File: config.mk
export PLATFORM = sky130hd
export DESIGN_NAME = threadPick
export DESIGN_NICKNAME = d
export VERILOG_FILES = /design/src/rtl/threadPick_pkg.sv /design/src/rtl/threadPick_ctrl.sv /design/src/rtl/threadPick_list.sv /design/src/rtl/threadPick.sv
export SDC_FILE = /design/constraint.sdc
export NUM_CORES = 1
export LEC_CHECK = 0
export BUFFER_PORTS_ARGS = -buffer_cell sky130_fd_sc_hd__buf_2
export CORE_UTILIZATION = 35
export DETAILED_ROUTE_END_ITERATION = 16
export PLACE_DENSITY = 0.52
export SYNTH_ARGS = -nofsm -noshare
export SYNTH_HDL_FRONTEND = slang
export SYNTH_SLANG_ARGS = --single-unit
File: constraint.sdc
create_clock -name clk -period 2.8 [get_ports clk]
set_input_delay 0.42 -clock clk [delete_from_list [all_inputs] [get_ports clk]]
set_output_delay 0.42 -clock clk [all_outputs]
set_load 0.02 [all_outputs]
File: src/rtl/threadPick_pkg.sv
`timescale 1ns/1ps
package threadPick_pkg;
  localparam int NumThreads = 4;
  localparam int ThreadIdW  = $clog2(NumThreads);
  localparam int StatusW    = 3;

  typedef enum logic [StatusW-1:0] {
    ST_RUN      = 3'd0,
    ST_IDLE     = 3'd1,
    ST_UNBLOCK  = 3'd2,
    ST_BLOCKED  = 3'd3,
    ST_SQUASH   = 3'd4
  } thrStatus_e;

  // strobes from control to the list datapath
  typedef struct packed {
    logic                 rotate;
    logic [ThreadIdW-1:0] pos;
    logic [ThreadIdW-1:0] winner;
  } listCtl_t;
endpackage

File: src/rtl/threadPick_ctrl.sv
`timescale 1ns/1ps
module threadPick_ctrl
  import threadPick_pkg::*;
#(
  parameter int N    = NumThreads,
  parameter int IdW  = ThreadIdW,
  parameter int StW  = StatusW
) (
  input  logic [N-1:0][StW-1:0] threadStatus,
  input  logic [N-1:0]          activeMask,
  input  logic                  selStrobe,
  input  logic [N-1:0][IdW-1:0] priList,
  output logic [IdW-1:0]        selId,
  output logic                  selValid,
  output listCtl_t              ctl
);
  localparam int CntW = $clog2(N + 1);

  logic [N-1:0]    eligible;
  logic [CntW-1:0] activeCnt;
  logic            multiFound;
  logic [IdW-1:0]  multiPos;
  logic [IdW-1:0]  multiId;
  logic [IdW-1:0]  soleId;

  genvar g;
  generate
    for (g = 0; g < N; g++) begin : g_elig
      assign eligible[g] = activeMask[g] &&
        ((threadStatus[g] == ST_RUN) || (threadStatus[g] == ST_IDLE) ||
         (threadStatus[g] == ST_UNBLOCK));
    end
  endgenerate

  always_comb begin
    activeCnt = '0;
    soleId    = '0;
    for (int t = 0; t < N; t++) begin
      if (activeMask[t]) begin
        activeCnt = activeCnt + CntW'(1);
        soleId    = IdW'(t);
      end
    end
  end

  // scan list from head for first eligible entry
  always_comb begin
    multiFound = 1'b0;
    multiPos   = '0;
    multiId    = '0;
    for (int i = 0; i < N; i++) begin
      if (!multiFound && eligible[priList[i]]) begin
        multiFound = 1'b1;
        multiPos   = IdW'(i);
        multiId    = priList[i];
      end
    end
  end

  always_comb begin
    selValid   = 1'b0;
    selId      = '0;
    ctl.rotate = 1'b0;
    ctl.pos    = multiPos;
    ctl.winner = multiId;
    if (activeCnt > CntW'(1)) begin
      selValid   = multiFound;
      selId      = multiFound ? multiId : '0;
      ctl.rotate = selStrobe && multiFound;
    end else if (activeCnt == CntW'(1)) begin
      selValid = eligible[soleId];
      selId    = eligible[soleId] ? soleId : '0;
    end
  end
endmodule

File: src/rtl/threadPick_list.sv
`timescale 1ns/1ps
module threadPick_list
  import threadPick_pkg::*;
#(
  parameter int N   = NumThreads,
  parameter int IdW = ThreadIdW
) (
  input  logic                  clk,
  input  logic                  rstN,
  input  listCtl_t              ctl,
  output logic [N-1:0][IdW-1:0] priList
);
  genvar g;
  generate
    for (g = 0; g < N; g++) begin : g_slot
      logic [IdW-1:0] nextVal;
      if (g == N - 1) begin : g_tail
        assign nextVal = ctl.winner;
      end else begin : g_body
        assign nextVal = (IdW'(g) >= ctl.pos) ? priList[g+1] : priList[g];
      end
      always_ff @(posedge clk or negedge rstN) begin
        if (!rstN) priList[g] <= IdW'(g);
        else if (ctl.rotate) priList[g] <= nextVal;
      end
    end
  endgenerate
endmodule

File: src/rtl/threadPick.sv
`timescale 1ns/1ps
module threadPick
  import threadPick_pkg::*;
#(
  parameter int N   = NumThreads,
  parameter int IdW = ThreadIdW,
  parameter int StW = StatusW
) (
  input  logic                  clk,
  input  logic                  rstN,
  input  logic [N-1:0][StW-1:0] threadStatus,
  input  logic [N-1:0]          activeMask,
  input  logic                  selStrobe,
  output logic [IdW-1:0]        selId,
  output logic                  selValid
);
  listCtl_t              ctl;
  logic [N-1:0][IdW-1:0] priList;

  threadPick_ctrl #(.N(N), .IdW(IdW), .StW(StW)) uCtrl (
    .threadStatus(threadStatus),
    .activeMask  (activeMask),
    .selStrobe   (selStrobe),
    .priList     (priList),
    .selId       (selId),
    .selValid    (selValid),
    .ctl         (ctl)
  );

  threadPick_list #(.N(N), .IdW(IdW)) uList (
    .clk    (clk),
    .rstN   (rstN),
    .ctl    (ctl),
    .priList(priList)
  );
endmodule

Word level (Yosys, flattened, before mapping) --
Index checks and enable logic that the tools add are counted.
Word-level totals: output and inout bits 3, register bits after elaboration 8, word-level logic and storage cells 86
Cells by class: $add $sub $neg 3, order comparisons 9, equal/unequal tests 9, multiplexer cells 35, reduce and logical (&&, ||, !) cells 26
Operators by type and width (number):
- $mux 2 | 12
- $eq 3x1->1 const B | 5
- $lt 2x3->1 const B | 5
- $mux 1 | 15
- $eq 3x2->1 const B | 4
- $logic_not 3->1 | 4
- $bmux 1 s2 | 5
- $mux 3 | 3
- $logic_and 1x1->1 | 8
- $logic_or 1x1->1 | 8
- $add 3x1->3 const B | 2
- $reduce_and 2->1 | 3
- $ge 1x2->1 const A | 2
- $gt 3x1->1 const B | 1
- $logic_not 1->1 | 3
- $add 1x1->2 const B | 1
- $ge 2x2->1 const A | 1

Longest topological paths before layout --
Gate-level depths: netlist of run 1.
word-level depth 19, depth in mapped cells 10

Modules after synthesis --
Synthesis of run 1 repeated with hierarchy kept, for this count alone.
Unflattened totals: cell total of the unflattened synthesis 96, area total of the unflattened synthesis 879.6 µm²
By module, submodules not included:
- threadPick_ctrl | instances 1, cells each 77, sequential area each 0.0 µm², area each 545.5 µm²
- threadPick_list | instances 1, cells each 19, sequential area each 205.2 µm², area each 334.1 µm²

Worst setup path after synthesis of run 1 --
OpenSTA, ideal clock, no wires.
path kind input to output, from input port activeMask[0], to output port selId[0], path buffers 0, required time 2.380 ns, stages on the path 9, data arrival time 2.325 ns, slack 0.055 ns, path through inv_1 > ha_1 > xor2_1 > ha_1 > xor2_1 > a32oi_1 > or2_2 > o21a_1 > a21oi_1
On the way: cells in the longest elaborated chain, start to end 15, elaborated cells on any way between the ends 38, those cells by class 3 x add/sub; 1 x order compare; 1 x eq/ne; 26 x mux; 7 x reduce/logical
RTL lines:
- from (decl) | line threadPick.sv:12 | input logic [N-1:0] activeMask,
- branches (longest 14 deep; another with $add 3x1->3)
- $mux 2 (*) | line threadPick_ctrl.sv:66 | if (activeCnt > CntW'(1)) begin
- to (decl) | line threadPick.sv:14 | output logic [IdW-1:0] selId,
Mark *: on every way between the ends. The select of a mux whose other input is x is not followed.

Worst setup path in the final report of run 1 --
from input port activeMask[1], to output port selId[1]
On the way: cells in the longest elaborated chain, start to end 15, elaborated cells on any way between the ends 39, those cells by class 2 x add/sub; 1 x order compare; 1 x eq/ne; 28 x mux; 7 x reduce/logical
RTL lines (line):
- branches (longest 14 deep; another with $add 3x1->3)
- $mux 2 (*) | threadPick_ctrl.sv:66
Marked as above.

==> results.md, run 1 <==
* Status: finished, final reports clean
* Wire length of the first global-routing pass at 3.850 mm
* Slew @ Worst Pin at 0.6671 ns
* Row count at 18
* Distinct cells, synth at 46
* Clk slew on worst S/H paths at 0.06 ns
* Number of buffers created by CTS at 3
* Register area at 205.2 sq um
* Pint at 0.4903 mW
* Vias per inst at 5.591
* Number of flops mapped to enable cells by yosys at 0
* # clock sinks at 8
* Layout cells sized above 1 at 47.01%
* Largest Register: uList.priList
* CORE AREA at 0.002522 sq mm
* Switching share of total power at 39.66%
* VDD IR max at 0.5635 mV
* Leak Pwr at 0.5477 nW
* Routed WL at 2.409 mm
* #FFs+latches synth at 8
* Clk_lat worst skew at 0.25 ns
* Number of global-route vias before repair at 859
* Biggest regs: uList.priList (8)
* Worst Setup End Kind: output pin
* Worst min-delay path class: reg2reg
* Final period utilization at 97.74%
* Setup Skew at 0.001381 ns
* Die W at 54.09 um
* Comb pwr share at 55.1%
* CTS HTree Levels at 1
* Layout fillers at 254
* Initial Util at 37.65%
* Max-slew violation count at 0
* Setup CP Type: in2out
* FFs w/ async S/R, synth at 100.0%
* Setup TNS at 0 ns
* Die area at 0.002926 sq mm
* Die Y at 54.09 um
* Min Tclk post-route at 2.737 ns
* Largest register FFs at 8
* Sequential share of the synthesized area at 21.61%
* Grt total ovfl at 0
* Multi-input logic area at 724.4 sq um
* Clk pwr share at 11.7%
* F_max at 365.4 MHz
* DR iter-0 viols at 13
* Ant. Diodes at 0
* Clk buf depth at 2
* Final ANT Viol Nets at 0
* Seq pwr share at 33.1%
* P per Cell Area at 654.1 mW/mm^2
* Worst EP arrival at 2.32 ns
* Req. time, crit path at 2.38 ns
* Syn Area/Cell at 9.690 sq um
* # port buffers at 21
* Crit start category: primary input
* # setup viols final at 0
* Synth Cell Area at 949.7 sq um
* Ys Warns at 0
* First-pass iteration count of the detailed router at 4
* CP max FO at 5
* DRC Markers at 0
* Root Buffer: clkbuf_4
* Net Count, Synth at 120
* Largest net degree at the start of global routing at 9
* Wire per inst at 14.69 um
* Switching power at 0.3223 mW
* Synth Instances at 98
* Most used DFF post-synth: dfstp_2
* Placer Congestion at 0.7801
* Dpl hpwl at 1.861 mm
* IO Pins at 22
* Slew HR at 55.26%
* Nets at 157
* Final Hold Viols at 0
* Initial antenna violation count at 0
* Hold WS at 0.5197 ns
* Total global-route track usage at 18.34%
* Synthesis-to-layout area growth at 30.83%
* Max-cap violations at 0
* CTS tree: yes
* Via count at 917
==> critical path: stages <==
cell and delay [ns]:
buf_2 0.13, inv_1 0.09, ha_4 0.12, inv_1 0.04, mux2_2 0.26, ha_2 0.31, inv_1 0.04, a32oi_2 0.28
buf_4 0.16, buf_4 0.10, a21oi_1 0.03, a31oi_1 0.14, buf_2 0.19
==> per-layer routing <==
layer	part of all wire, %	vias up	track usage [%]
met5	0	-	0
met4	0	0	0
met3	2.1	0	5.085
met2	52	13	32.30
met1	46	455	23.56
li1	-	449	-
==> worst paths after layout <==
| path | start | endpoint | slack (ns) | cells past startpoint |
|---|---|---|---|---|
| setup / recovery | activeMask[1] | selId[1] | 0.06 | 13 |
| hold / removal | uList.priList[6]$_DFFE_PN1P_ | uList.priList[6]$_DFFE_PN1P_ | 0.52 | 2 |
| setup reg to reg | uList.priList[2]$_DFFE_PN1P_ | uList.priList[4]$_DFFE_PN0P_ | 0.65 | 5 |
| hold reg to reg | uList.priList[6]$_DFFE_PN1P_ | uList.priList[6]$_DFFE_PN1P_ | 0.52 | 2 |
| max in group asynchronous | rstN | uList.priList[6]$_DFFE_PN1P_ | 2.02 | 2 |
| min in group asynchronous | rstN | uList.priList[3]$_DFFE_PN0P_ | 0.54 | 2 |
==> cell usage in the layout (no fill, tap or decap), types with 2 or more instances in the layout <==
master,count
buf_2,20
buf_4,15
mux2i_1,7
nand2_1,7
a21oi_1,6
inv_1,5
mux2_2,5
o21ai_0,5
dfrtp_1,4
dfstp_2,4
nand2b_1,3
mux4_1,3
clkbuf_4,3
inv_2,2
a211oi_1,2
xnor2_1,2
nand3_1,2
o22ai_1,2
nor2_1,2
mux2_4,2
==> power by group through the flow <==
stage	logic (mW)	clock network [mW]	registers [mW]
2_1_floorplan	0.332	0	0.230
3_3_place_gp	0.409	0	0.269
3_5_place_dp	0.413	0	0.270
4_1_cts	0.417	0.0987	0.268
5_1_grt	0.486	0.106	0.277
6_report	0.448	0.0952	0.269
==> timing repair <==
| action | 4_1_cts | 5_1_grt |
|---|---|---|
| gates resized for setup | 0 | 9 |
| buffers inserted | 0 | 1 |
| endpoints found under the hold margin | 3 | 0 |
| hold buffers | 1 | 0 |
| setup endpoints to repair | 0 | 2 |
==> cells in the mapped netlist, drive strengths merged, types with 2 or more instances <==
cell | number | area, sq um
mux2i | 7 | 70.07
ha | 3 | 37.54
a211oi | 2 | 15.01
mux2 | 7 | 86.33
inv | 7 | 26.27
nand2b | 4 | 32.53
nand3 | 2 | 10.01
o22ai | 2 | 12.51
buf | 4 | 37.53
dfstp | 4 | 105.1
a21oi | 7 | 35.03
nand2 | 7 | 26.28
or2 | 2 | 12.52
dfrtp | 4 | 100.1
o21ai | 5 | 25.02
mux4 | 4 | 101.4
nor2 | 2 | 7.510
xor2 | 2 | 17.52
xnor2 | 2 | 17.52
==> logic make-up after synthesis <==
kind of cell             Yosys count  share of synthesized area, %
AO/OA/AOI/OAI                     32                         22.93
adder cells (fa/ha/maj)            3                         3.953
XOR/XNOR                           4                         3.690
AND/OR/NAND/NOR                   22                         13.97
buffers and inverters             11                         6.718
flip-flops                         8                         21.61
multiplexers                      18                         27.14
==> through the flow <==
step                      setup slack, ns  std cells  instance area (sq um)  power (mW)  util (%)
after global placement            0.07399        158                   1152      0.6775     45.68
after CTS                         0.01846        163                   1189      0.7833     47.12
after floorplan                   0.05511         98                  949.7      0.5614         -
after global routing            -0.001113        164                   1242      0.8679     49.26
final                             0.06329        164                   1242      0.8127     49.26
after detailed placement          0.02329        158                   1152      0.6831     45.68
==> cell type report <==
cell class | instances | share of cell area, %
Inverter | 7 | 2.115
Sequential cell | 8 | 16.52
Clock buffer | 4 | 2.115
Multi-Input combinational cell | 79 | 58.31
Timing Repair Buffer | 36 | 17.93
Tap cell | 30 | 3.021
Power figures use the tool's default switching activity.
==> inputs of run 2 (changes only) <==
- clock period: 2.8 -> 3.2 ns (I/O delays scaled with it)
==> run 2 against run 1 <==
  * Clock-buffer cell count unchanged
  * Worst hold slack worse by 0.47 ns
  * Final cell count down 6.1%
  * Combinational power down 25%
  * Utilization down 4.9 points
  * Global-route usage down 1.5 points
  * Wire length down 12%
  * Sequential power down 10%
  * Sequential cell count unchanged
  * First-iteration DRC count down 23%
  * Power down 19%
  * Largest power group unchanged
==> results.md, run 2 (synthesis results as in run 1) <==
* Max-slew violation count at 0 (unchanged)
* Die area at 0.002926 sq mm (unchanged)
* Total power draw at 0.6623 mW (was 0.8127 mW)
* Biggest regs: uList.priList (8) (unchanged)
* Total global-route track usage at 16.81% (was 18.34%)
* Final period utilization at 92.27%
* Req. time, crit path at 2.72 ns (was 2.38 ns)
* Initial Util at 37.65% (unchanged)
* Ant. Diodes at 0 (unchanged)
* CP max FO at 8 (was 5)
* Worst min-delay path class: in2async (was reg2reg)
* Number of global-route vias before repair at 793 (was 859)
* Layout Cells excl Fill at 154 (was 164)
* Worst Setup End Kind: output pin (unchanged)
* VDD IR max at 0.4349 mV (was 0.5635 mV)
* Placer Congestion at 0.7978 (was 0.7801)
* # placed instances at 150 (was 158)
* Number of buffers created by CTS at 3 (unchanged)
* CTS tree: yes (unchanged)
* Vias per inst at 5.442 (was 5.591)
* CTS HTree Levels at 1 (unchanged)
* # clock sinks at 8 (unchanged)
* Most frequent cells in the layout: buf_2, mux2i_1, nand2_1, a21oi_1, inv_1 (was buf_2, buf_4, mux2i_1, nand2_1, a21oi_1)
* Largest Register: uList.priList (unchanged)
* Max-cap violations at 0 (unchanged)
* RSZ-0062 raised after global routing: false
* Die W at 54.09 um (unchanged)
* Hold-fix buffers, CTS at 0 (was 1)
* Min Tclk post-route at 2.953 ns
* Layout cells sized above 1 at 37.90% (was 47.01%)
* CP max-delay cell: dfstp_2 (was ha_2)
* Root Buffer: clkbuf_4 (unchanged)
* Setup TNS at 0 ns (unchanged)
* Synthesis-to-layout area growth at 17.79% (was 30.83%)
* Clk slew on worst S/H paths at 0.06 ns (about the same)
* DR iter-0 viols at 10 (was 13)
* Die Y at 54.09 um (unchanged)
* Initial antenna violation count at 0 (unchanged)
* Final ANT Viol Nets at 0 (unchanged)
* Clk_lat worst skew at 0.26 ns (was 0.25 ns)
* Status: finished, final reports clean (unchanged)
* Largest register FFs at 8 (unchanged)
* Critical-path cell list: mux4_1 > buf_4 > o41ai_1 > o21a_1 > a21oi_1 > buf_2 (was buf_2 > inv_1 > ha_4 > inv_1 > mux2_2 > ha_2 > inv_1 > a32oi_2 > buf_4 > buf_4 > a21oi_1 > a31oi_1 > buf_2)
* First-pass iteration count of the detailed router at 4 (unchanged)
* Final worst slack at 0.2474 ns (was 0.06329 ns)
* Final Hold Viols at 0 (unchanged)
* Final instance area at 0.001119 sq mm (was 0.001242 sq mm)
* Dpl hpwl at 1.691 mm (was 1.861 mm)
* # port buffers at 21 (unchanged)
* F_max at 338.7 MHz
* CP bufs+invs at 2 (was 7)
* # setup viols final at 0 (unchanged)
* CORE AREA at 0.002522 sq mm (unchanged)
* Grt total ovfl at 0 (unchanged)
* Post-CTS setup buffer count at 0 (unchanged)
* Routed WL at 2.123 mm (was 2.409 mm)
* Via count at 838 (was 917)
* PostCTS Resize Cnt at 0 (unchanged)
* Slew HR at 57.15% (was 55.26%)
* Nets at 147 (was 157)
* Layout fillers at 259 (was 254)
* Post-layout util at 44.35% (was 49.26%)
* Clk buf depth at 2 (unchanged)
* Largest net degree at the start of global routing at 10 (was 9)
* IO Pins at 22 (unchanged)
* Setup WS pre-CTS at 0.2400 ns (was 0.02329 ns)
* P per Cell Area at 592.1 mW/mm^2 (was 654.1 mW/mm^2)
* Commonest non-fill, non-tap cell in the layout: buf_2 (unchanged)
* Hold WS at 0.05317 ns (was 0.5197 ns)
* Leak Pwr at 0.4942 nW (was 0.5477 nW)
* Setup CP Type: reg2out (was in2out)
* DRC Markers at 0 (unchanged)
* Crit path max-delay family: compound AO/OA/AOI/OAI gates (was buffers and inverters)
* Row count at 18 (unchanged)
* Slew @ Worst Pin at 0.6388 ns (was 0.6671 ns)
* Worst EP arrival at 2.47 ns (was 2.32 ns)
* Wire per inst at 13.79 um (was 14.69 um)
* Setup Skew at 0.002590 ns (was 0.001381 ns)
* Post-DP Area at 0.001092 sq mm (was 0.001152 sq mm)
* CP max stage delay at 0.62 ns (was 0.31 ns)
* Wire length of the first global-routing pass at 3.498 mm (was 3.850 mm)
* Crit start category: register (was primary input)
[run 2: worst reg2reg max path, stage by stage (launching register included)]
cell and delay (ns):
dfstp_2 0.62, mux4_1 0.61, buf_4 0.17, nor3_2 0.24, nand2b_4 0.21, mux2_4 0.29
[run 2: routing by layer]
layer / vias to the layer above / part of all wire [%] / track usage (%)
met3: 0 / 2.6 / 5.932
met4: 0 / 0 / 0
met1: 395 / 50 / 22.84
met2: 12 / 47 / 27.16
li1: 431 / - / -
met5: - / 0 / 0
[run 2: where the power goes]
group	switching (mW)	internal, mW	total, mW
logic	0.144	0.194	0.337
registers	0.0795	0.161	0.241
clock network	0.0366	0.0478	0.0844
total	0.260	0.402	0.662
[run 2: area by class of cell]
class / instances / area (sq um) / share of cell area [%]
timing repair buffer: 26 / 142.6 / 12.75
inverter: 7 / 26.28 / 2.349
multi-input combinational: 79 / 680.7 / 60.85
sequential: 8 / 205.2 / 18.34
clock buffer: 4 / 26.28 / 2.349
tap: 30 / 37.54 / 3.356
[run 2: final timing paths]
| check | from | to | slack [ns] | cells past startpoint |
|---|---|---|---|---|
| worst max-delay path | uList.priList[2]$_DFFE_PN1P_ | selId[0] | 0.25 | 6 |
| min in group clk | uList.priList[6]$_DFFE_PN1P_ | uList.priList[6]$_DFFE_PN1P_ | 0.51 | 2 |
| worst min register to register | uList.priList[6]$_DFFE_PN1P_ | uList.priList[6]$_DFFE_PN1P_ | 0.51 | 2 |
| max in group asynchronous | rstN | uList.priList[6]$_DFFE_PN1P_ | 2.91 | 1 |
| worst max register to register | uList.priList[2]$_DFFE_PN1P_ | uList.priList[4]$_DFFE_PN0P_ | 0.94 | 5 |
| worst min-delay path | rstN | uList.priList[0]$_DFFE_PN0P_ | 0.05 | 1 |
